[config.mk]
export PLATFORM = sky130hd
export DESIGN_NAME = serial_reg_access
export DESIGN_NICKNAME = d
export VERILOG_FILES = /design/src/rtl/sra_pkg.sv /design/src/rtl/sra_serial_sync.sv /design/src/rtl/sra_reg_bank.sv /design/src/rtl/sra_ready_ctrl.sv /design/src/rtl/serial_reg_access.sv
export SDC_FILE = /design/constraint.sdc
export NUM_CORES = 1
export LEC_CHECK = 0
export CAP_MARGIN = 20
export CORE_AREA = 2 2 151 153
export DETAILED_ROUTE_END_ITERATION = 10
export DIE_AREA = 0 0 153 155
export HOLD_SLACK_MARGIN = 0.1
export PLACE_DENSITY = 0.48
export SLEW_MARGIN = 20
export SYNTH_ARGS = -nofsm -noshare
export SYNTH_HDL_FRONTEND = slang
export SYNTH_SLANG_ARGS = --single-unit
[constraint.sdc]
create_clock -name clk -period 2.6 [get_ports clk]
set_input_delay 0.26 -clock clk [delete_from_list [all_inputs] [get_ports clk]]
set_output_delay 0.26 -clock clk [all_outputs]
set_load 0.1 [all_outputs]
[src/rtl/sra_pkg.sv]
package sra_pkg;
  typedef enum logic [2:0] {
    RG_COMM = 3'd0,
    RG_MODE = 3'd1,
    RG_FHI  = 3'd2,
    RG_FLO  = 3'd3,
    RG_RES  = 3'd4,
    RG_AUX0 = 3'd5,
    RG_AUX1 = 3'd6,
    RG_AUX2 = 3'd7
  } reg_sel_e;

  typedef enum logic [1:0] {
    ST_CMD = 2'd0,
    ST_WR  = 2'd1,
    ST_RD  = 2'd2
  } xfer_st_e;

  localparam int unsigned BYTE_W   = 8;
  localparam int unsigned NUM_REGS = 8;
  localparam logic [7:0] FILT_HI_INIT = 8'h01;
  localparam logic [7:0] FILT_LO_INIT = 8'h40;
endpackage

[src/rtl/sra_serial_sync.sv]
module sra_serial_sync #(
  parameter int unsigned SYNC_STAGES = 2
) (
  input  logic clk,
  input  logic rst,
  input  logic sclk,
  input  logic cs_n,
  input  logic din,
  output logic sclk_rise,
  output logic sclk_fall,
  output logic cs_act,
  output logic din_s
);
  logic [SYNC_STAGES-1:0] sclk_p, cs_p, din_p;
  logic                   sclk_d;

  always_ff @(posedge clk) begin
    if (rst) begin
      sclk_p <= '1;
      cs_p   <= '1;
      din_p  <= '0;
      sclk_d <= 1'b1;
    end else begin
      sclk_p <= {sclk_p[SYNC_STAGES-2:0], sclk};
      cs_p   <= {cs_p[SYNC_STAGES-2:0], cs_n};
      din_p  <= {din_p[SYNC_STAGES-2:0], din};
      sclk_d <= sclk_p[SYNC_STAGES-1];
    end
  end

  assign cs_act    = ~cs_p[SYNC_STAGES-1];
  assign din_s     = din_p[SYNC_STAGES-1];
  assign sclk_rise = cs_act & sclk_p[SYNC_STAGES-1] & ~sclk_d;
  assign sclk_fall = cs_act & ~sclk_p[SYNC_STAGES-1] & sclk_d;
endmodule

[src/rtl/sra_reg_bank.sv]
module sra_reg_bank
  import sra_pkg::*;
(
  input  logic              clk,
  input  logic              rst,
  input  logic              we,
  input  logic [2:0]        waddr,
  input  logic [BYTE_W-1:0] wdata,
  input  logic [2:0]        raddr,
  output logic [BYTE_W-1:0] rdata,
  output logic [BYTE_W-1:0] mode_q,
  output logic [2*BYTE_W-1:0] filt_q
);
  logic [BYTE_W-1:0] regs [NUM_REGS];

  function automatic logic [BYTE_W-1:0] init_val(input int idx);
    case (idx)
      int'(RG_FHI): return FILT_HI_INIT;
      int'(RG_FLO): return FILT_LO_INIT;
      default:      return '0;
    endcase
  endfunction

  for (genvar g = 0; g < NUM_REGS; g++) begin : g_reg
    always_ff @(posedge clk) begin
      if (rst)
        regs[g] <= init_val(g);
      else if (we && waddr == 3'(g))
        regs[g] <= wdata;
    end
  end

  assign rdata  = regs[raddr];
  assign mode_q = regs[RG_MODE];
  assign filt_q = {regs[RG_FHI], regs[RG_FLO]};
endmodule

[src/rtl/sra_ready_ctrl.sv]
module sra_ready_ctrl #(
  parameter int unsigned DATA_W    = 24,
  parameter int unsigned BLANK_CYC = 500
) (
  input  logic              clk,
  input  logic              rst,
  input  logic              res_valid,
  input  logic [DATA_W-1:0] res_data,
  input  logic              hold,
  input  logic              read_done,
  output logic              rdy_n,
  output logic [DATA_W-1:0] res_q
);
  localparam int unsigned CW = $clog2(BLANK_CYC + 1);

  logic [DATA_W-1:0] pend;
  logic [CW-1:0]     cnt;
  logic              busy;

  always_ff @(posedge clk) begin
    if (rst) begin
      rdy_n <= 1'b1;
      res_q <= '0;
      pend  <= '0;
      cnt   <= '0;
      busy  <= 1'b0;
    end else begin
      if (read_done) rdy_n <= 1'b1;
      if (res_valid) begin
        pend  <= res_data;
        cnt   <= CW'(BLANK_CYC);
        busy  <= 1'b1;
        rdy_n <= 1'b1;
      end else if (busy) begin
        if (cnt != '0) begin
          cnt <= cnt - 1'b1;
        end else if (!hold) begin
          res_q <= pend;
          busy  <= 1'b0;
          rdy_n <= 1'b0;
        end
      end
    end
  end
endmodule

[src/rtl/serial_reg_access.sv]
module serial_reg_access
  import sra_pkg::*;
#(
  parameter int unsigned DATA_W      = 24,
  parameter int unsigned BLANK_CYC   = 500,
  parameter int unsigned RESYNC_ONES = 32,
  parameter int unsigned SYNC_STAGES = 2
) (
  input  logic              clk,
  input  logic              rst,
  input  logic              sclk,
  input  logic              cs_n,
  input  logic              din,
  output logic              dout,
  output logic              dout_oe,
  input  logic              res_valid,
  input  logic [DATA_W-1:0] res_data,
  output logic              rdy_n,
  output logic [2:0]        chan_sel,
  output logic [7:0]        mode_q,
  output logic [15:0]       filt_q
);
  localparam int unsigned BW    = $clog2(DATA_W + 1);
  localparam int unsigned OW    = $clog2(RESYNC_ONES + 1);
  localparam int unsigned PAD_W = DATA_W - BYTE_W;

  logic sclk_rise, sclk_fall, cs_act, din_s;

  sra_serial_sync #(.SYNC_STAGES(SYNC_STAGES)) u_sync (
    .clk(clk), .rst(rst), .sclk(sclk), .cs_n(cs_n), .din(din),
    .sclk_rise(sclk_rise), .sclk_fall(sclk_fall), .cs_act(cs_act), .din_s(din_s)
  );

  xfer_st_e          st;
  reg_sel_e          tgt;
  logic [BW-1:0]     bcnt;
  logic [OW-1:0]     ones;
  logic [DATA_W-1:0] sh;
  logic [DATA_W-1:0] sh_in;
  logic [DATA_W-1:0] load_val;
  logic [BW-1:0]     xfer_len;
  logic              resync, last_bit;
  logic              rf_we, rd_done;
  logic [BYTE_W-1:0] rf_rdata;
  logic [DATA_W-1:0] res_q;
  reg_sel_e          cmd_tgt;

  assign sh_in    = {sh[DATA_W-2:0], din_s};
  assign cmd_tgt  = reg_sel_e'(sh_in[6:4]);
  assign resync   = sclk_rise && din_s && (ones == OW'(RESYNC_ONES - 1));
  assign xfer_len = (tgt != RG_RES) ? BW'(BYTE_W) :
                    (mode_q[0] ? BW'(DATA_W) : BW'(DATA_W - BYTE_W));
  assign last_bit = (bcnt == xfer_len - 1'b1);

  assign rf_we   = sclk_rise && !resync && st == ST_WR && last_bit &&
                   tgt != RG_RES && tgt != RG_COMM;
  assign rd_done = sclk_rise && !resync && st == ST_RD && last_bit && tgt == RG_RES;

  sra_reg_bank u_bank (
    .clk(clk), .rst(rst), .we(rf_we), .waddr(tgt), .wdata(sh_in[BYTE_W-1:0]),
    .raddr(cmd_tgt), .rdata(rf_rdata), .mode_q(mode_q), .filt_q(filt_q)
  );

  sra_ready_ctrl #(.DATA_W(DATA_W), .BLANK_CYC(BLANK_CYC)) u_rdy (
    .clk(clk), .rst(rst), .res_valid(res_valid), .res_data(res_data),
    .hold(st == ST_RD && tgt == RG_RES), .read_done(rd_done),
    .rdy_n(rdy_n), .res_q(res_q)
  );

  always_comb begin
    case (cmd_tgt)
      RG_COMM: load_val = {rdy_n, sh_in[6:0], {PAD_W{1'b0}}};
      RG_RES:  load_val = mode_q[0] ? res_q : {res_q[DATA_W-1:BYTE_W], {BYTE_W{1'b0}}};
      default: load_val = {rf_rdata, {PAD_W{1'b0}}};
    endcase
  end

  always_ff @(posedge clk) begin
    if (rst) begin
      st       <= ST_CMD;
      tgt      <= RG_COMM;
      bcnt     <= '0;
      ones     <= '0;
      sh       <= '0;
      chan_sel <= '0;
      dout_oe  <= 1'b0;
    end else begin
      dout_oe <= cs_act && (st == ST_RD);
      if (sclk_rise) begin
        if (!din_s)                              ones <= '0;
        else if (ones != OW'(RESYNC_ONES))       ones <= ones + 1'b1;
        if (resync) begin
          st   <= ST_CMD;
          bcnt <= '0;
        end else begin
          case (st)
            ST_CMD: begin
              sh <= sh_in;
              if (bcnt == BW'(BYTE_W - 1)) begin
                bcnt <= '0;
                if (!sh_in[7]) begin
                  tgt      <= cmd_tgt;
                  chan_sel <= sh_in[2:0];
                  if (sh_in[3]) begin
                    st <= ST_RD;
                    sh <= load_val;
                  end else if (cmd_tgt != RG_COMM) begin
                    st <= ST_WR;
                  end
                end
              end else begin
                bcnt <= bcnt + 1'b1;
              end
            end
            ST_WR: begin
              sh <= sh_in;
              if (last_bit) begin
                bcnt <= '0;
                st   <= ST_CMD;
              end else begin
                bcnt <= bcnt + 1'b1;
              end
            end
            default: begin
              if (last_bit) begin
                bcnt <= '0;
                st   <= ST_CMD;
              end else begin
                bcnt <= bcnt + 1'b1;
              end
            end
          endcase
        end
      end else if (sclk_fall && st == ST_RD && bcnt != '0) begin
        sh <= {sh[DATA_W-2:0], 1'b0};
      end
    end
  end

  assign dout = sh[DATA_W-1];
endmodule

==> key figures <==
Drt
  • Avg Vias per Cell: between 4 and 5
  • DRT iter0 DRCs: between 200 and 300
  • Detail Route Antenna Nets: 0
  • Total via count in the routed design: ~5.3k
  • Count of TritonRoute iterations in the first routing pass: 5
  • Remaining design rule violation count: 0
  • Average routed wire per standard cell: between 15 and 20 µm
  • Post-detailed-routing wire length: 17900 µm

Placement
  • Final weighted congestion of routability-driven global placement: approximately 0.76
  • Minimum setup slack after placement: 0.210 ns
  • Cell area reported after detailed placement: about 8500 µm²
  • Cell total after placement: ~1.1k
  • HPWL Detailed: roughly 13000 µm
  • I/O Buffers: 59

Timing
  • Final Cycle Share: 0.927
  • Worst slew pin tran: 0.900 ns
  • Sum of negative setup slack: 0 ns
  • Final max-slew violation count: 0
  • RSZ-0062 raised after global routing: no
  • Hold violation count in the final report: 0
  • Setup clock skew after layout: 0.0112 ns
  • Setup violators final: 0
  • Fmax achieved: roughly 0.41 GHz
  • Final critical delay including setup and external delays: 2.41 ns
  • Final WS setup: 0.190 ns
  • Remaining max-slew budget at the tightest pin: 0.400

Die
  • Placement row count: 55
  • Starting Density: 0.340
  • Die Span X: approximately 150 µm
  • Vertical die dimension: 155 µm
  • Overall die area: 23700 µm²
  • Number of top-level pins: 60
  • Core region area: roughly 22000 µm²

Logic synthesis
  • Mux share of post-synthesis cell area: 0.126
  • Cell with the most instances after synthesis: sky130_fd_sc_hd__nor2_1
  • Post-Synth Adder-Cell Area: 0.00827
  • Top cells by count, synth: sky130_fd_sc_hd__nor2_1 (151), sky130_fd_sc_hd__dfxtp_1 (113), sky130_fd_sc_hd__mux2i_1 (69), sky130_fd_sc_hd__edfxtp_1 (64), sky130_fd_sc_hd__clkbuf_1 (40)
  • Number of distinct standard cells referenced by the synthesized netlist: 62
  • Post-synthesis cell type with the largest combined area: sky130_fd_sc_hd__dfxtp_1
  • Parity-gate share of the synthesized area counting xor and xnor cells: 0.0139
  • Number of cells produced by synthesis: about 700
  • Post-synthesis cell area: 7570 µm²
  • Share of Yosys cell area claimed by the top area cell type: 0.299
  • Synth area leaders: sky130_fd_sc_hd__dfxtp_1 (30%), sky130_fd_sc_hd__edfxtp_1 (25%), sky130_fd_sc_hd__mux2i_1 (9.1%)
  • Post-synthesis sequential element count: approximately 180
  • Top_reg_cell synth: sky130_fd_sc_hd__dfxtp_1
  • EDFF count, synth: 64
  • Share of the synthesized area in compound gates (AO/OA/AOI/OAI): 0.0736
  • Combinational family with the most area after synthesis: simple AND/OR/NAND/NOR gates
  • Sequential fraction of the synthesis area: 0.553
  • Avg Cell Area, Syn: approximately 10 µm²
  • Fraction of synthesis flops using an asynchronous set or reset pin: 0
  • Number of warnings printed during yosys synthesis: 0
  • Area fraction in and, or, nand and nor cells after synthesis: 0.188

Power and ir drop
  • NetSw: about 1400 µW
  • Total power consumption of the routed design: about 5800 µW
  • Portion of total power attributed to sequential cells: 0.520
  • Reported leakage power: 0.00318 µW
  • Switching power share of the total: 0.237
  • IR Drop Worst-Case VDD: between 0.0003 and 0.0004 V
  • P_int: 4410 µW
  • Power per cell area: 639 nW/µm²
  • Comb power frac: 0.068
  • Part of the power in the clock network: 0.412

GRT
  • Antenna violations before repair: 0
  • Met2 usage: 0.258
  • Fraction of met3 tracks used by global routing: 0.0304
  • Grt peak-use layer: met2
  • Total grt overflow: 0
  • Wire length of the first global-routing pass: slightly below 30000 µm
  • Pin count of the biggest net entering global routing: 52
  • Vias in the first global route: between 5k and 6k
  • Overall track demand over capacity in global routing: 0.156
  • M1 GR Usage: 0.208

Final layout
  • Antenna diodes: 0
  • Layout Area Growth over Synthesis: 19.8%
  • Layout cells sized above 1: 0.153
  • Layout Nets: 821
  • Final std cells w/o fill: about 1.1k
  • Total non-filler cell area in the finished layout: a little over 9000 µm²
  • Fillers: approximately 2.2k

CTS
  • CTS Buffer Depth: 2
  • CTS sink cnt: roughly 180
  • Cell chosen for the clock root: sky130_fd_sc_hd__clkbuf_16
  • Clock tree from TritonCTS: built
  • Number of hold-repair buffers added at the cts stage: 0
  • Clock transition at the register clock pins on the worst setup and hold paths after CTS: approximately 0.06 ns
  • Level count of the clock H-tree: 4
  • Worst skew pair latency: between 0.4 and 0.5 ns
  • Buffers inserted by post-CTS timing repair: 0
  • Number of buffers added by the clock tree synthesis step: 17

Job
  • Reported max-cap violation count: 0

Worst setup path
  • Class of the most critical setup path: register to register
  • Nature of the critical path endpoint: register
  • Top fanout value on the critical path: 9
  • Required time at the worst-slack endpoint: 2.76 ns
  • Data arrival time of the worst path: ~2.6 ns
  • Launching element type of the critical path: register

Min path
  • Hold Crit Class: input port to register

Status
  • Status: finished, final reports clean
what timing repair did:
item | 4_1_cts | 5_1_grt
endpoints found under the hold margin | 0 | 0
setup endpoints to repair | 0 | 1
resized for setup | 0 | 1
power by group through the flow:
stage / combinational [µW] / clock, µW / sequential [µW]
after floorplan: 196 / 0 / 3140
after global placement: 391 / 0 / 3070
after detailed placement: 397 / 0 / 3070
after CTS: 398 / 2450 / 3010
after global routing: 427 / 2580 / 3020
final: 393 / 2380 / 3010
per-layer routing:
layer  up-vias  share of wire
met5         -              0
met4         0          0.010
met3         9          0.034
met2        92           0.48
met1      2581           0.48
li1       2665              -
final timing paths:
kind	from	to	slack, ns	cells past startpoint
max	tgt[2]	u_bank.regs[3][6]	0.19	5
min	res_valid	u_rdy.rdy_n	0.28	3
max reg2reg	tgt[2]	u_bank.regs[3][6]	0.19	5
min reg2reg	u_sync.sclk_p[0]	u_sync.sclk_p[1]	0.41	1
flip-flops by register name (all words and copies together) (netlist names), named ones only:
| signal | cells |
|---|---|
| bcnt | 5 |
| chan_sel | 3 |
| dout_oe | 1 |
| ones | 6 |
| sh | 24 |
| st | 2 |
| tgt | 3 |
| u_bank.regs | 64 |
| u_rdy.busy | 1 |
| u_rdy.cnt | 9 |
| u_rdy.pend | 24 |
| u_rdy.rdy_n | 1 |
| u_rdy.res_q | 24 |
| u_sync.cs_p | 2 |
| u_sync.din_p | 2 |
| u_sync.sclk_d | 1 |
| u_sync.sclk_p | 2 |
through the flow:
step / utilization / hold slack [ns]
floorplan: - / 0.364
global placement: 0.383 / 0.399
detailed placement: 0.383 / 0.401
CTS: 0.407 / 0.258
global route: 0.408 / 0.312
finish: 0.408 / 0.280
critical path, cell delays in order (launching register included):
cell and delay (ns):
sky130_fd_sc_hd__dfxtp_1 0.39, sky130_fd_sc_hd__nor3b_1 0.48, sky130_fd_sc_hd__o21ai_2 0.15, sky130_fd_sc_hd__a21o_1 0.28, sky130_fd_sc_hd__or3_1 0.50, sky130_fd_sc_hd__or3_1 0.35
cell usage in the layout, fill, tap and decap left out, types with 5 or more instances in the layout:
cell type / n
sky130_fd_sc_hd__or3_1: 12
sky130_fd_sc_hd__a221oi_1: 7
sky130_fd_sc_hd__conb_1: 16
sky130_fd_sc_hd__xor2_1: 7
sky130_fd_sc_hd__nand3_1: 16
sky130_fd_sc_hd__xnor2_1: 5
sky130_fd_sc_hd__nand4_1: 5
sky130_fd_sc_hd__mux4_2: 9
sky130_fd_sc_hd__dfxtp_1: 113
sky130_fd_sc_hd__clkbuf_16: 17
sky130_fd_sc_hd__a211oi_1: 11
sky130_fd_sc_hd__edfxtp_1: 64
sky130_fd_sc_hd__nor2_1: 151
sky130_fd_sc_hd__mux2_2: 5
sky130_fd_sc_hd__inv_1: 16
sky130_fd_sc_hd__ha_1: 5
sky130_fd_sc_hd__o21ai_0: 8
sky130_fd_sc_hd__nor4_1: 6
sky130_fd_sc_hd__nor3_1: 25
sky130_fd_sc_hd__nand2_1: 27
sky130_fd_sc_hd__nand2b_1: 10
sky130_fd_sc_hd__or2_2: 6
sky130_fd_sc_hd__a21oi_1: 23
sky130_fd_sc_hd__clkdlybuf4s50_1: 27
sky130_fd_sc_hd__mux2i_1: 69
sky130_fd_sc_hd__buf_4: 55
area by class of cell:
| cell class | instances | area [µm²] | share of cell area |
|---|---|---|---|
| clock buffer | 18 | 429 | 0.0474 |
| clock inverter | 14 | 113 | 0.0124 |
| inverter | 16 | 60.1 | 0.00663 |
| multi-input combinational | 490 | 3210 | 0.354 |
| sequential | 177 | 4180 | 0.462 |
| tap | 285 | 357 | 0.0394 |
| timing repair buffer | 84 | 708 | 0.0782 |
cell families (layout without fill, tap and decap cells):
| group | count (synthesis) | count (layout) |
|---|---|---|
| XOR/XNOR | 12 | 12 |
| AND/OR/NAND/NOR | 295 | 295 |
| buffers and inverters | 69 | 132 |
| multiplexers | 83 | 83 |
| other | 1 | 16 |
| adder cells (fa/ha/maj) | 5 | 5 |
| AO/OA/AOI/OAI | 79 | 79 |
| flip-flops | 177 | 177 |
No activity file was read; power rests on OpenSTA's default activity.
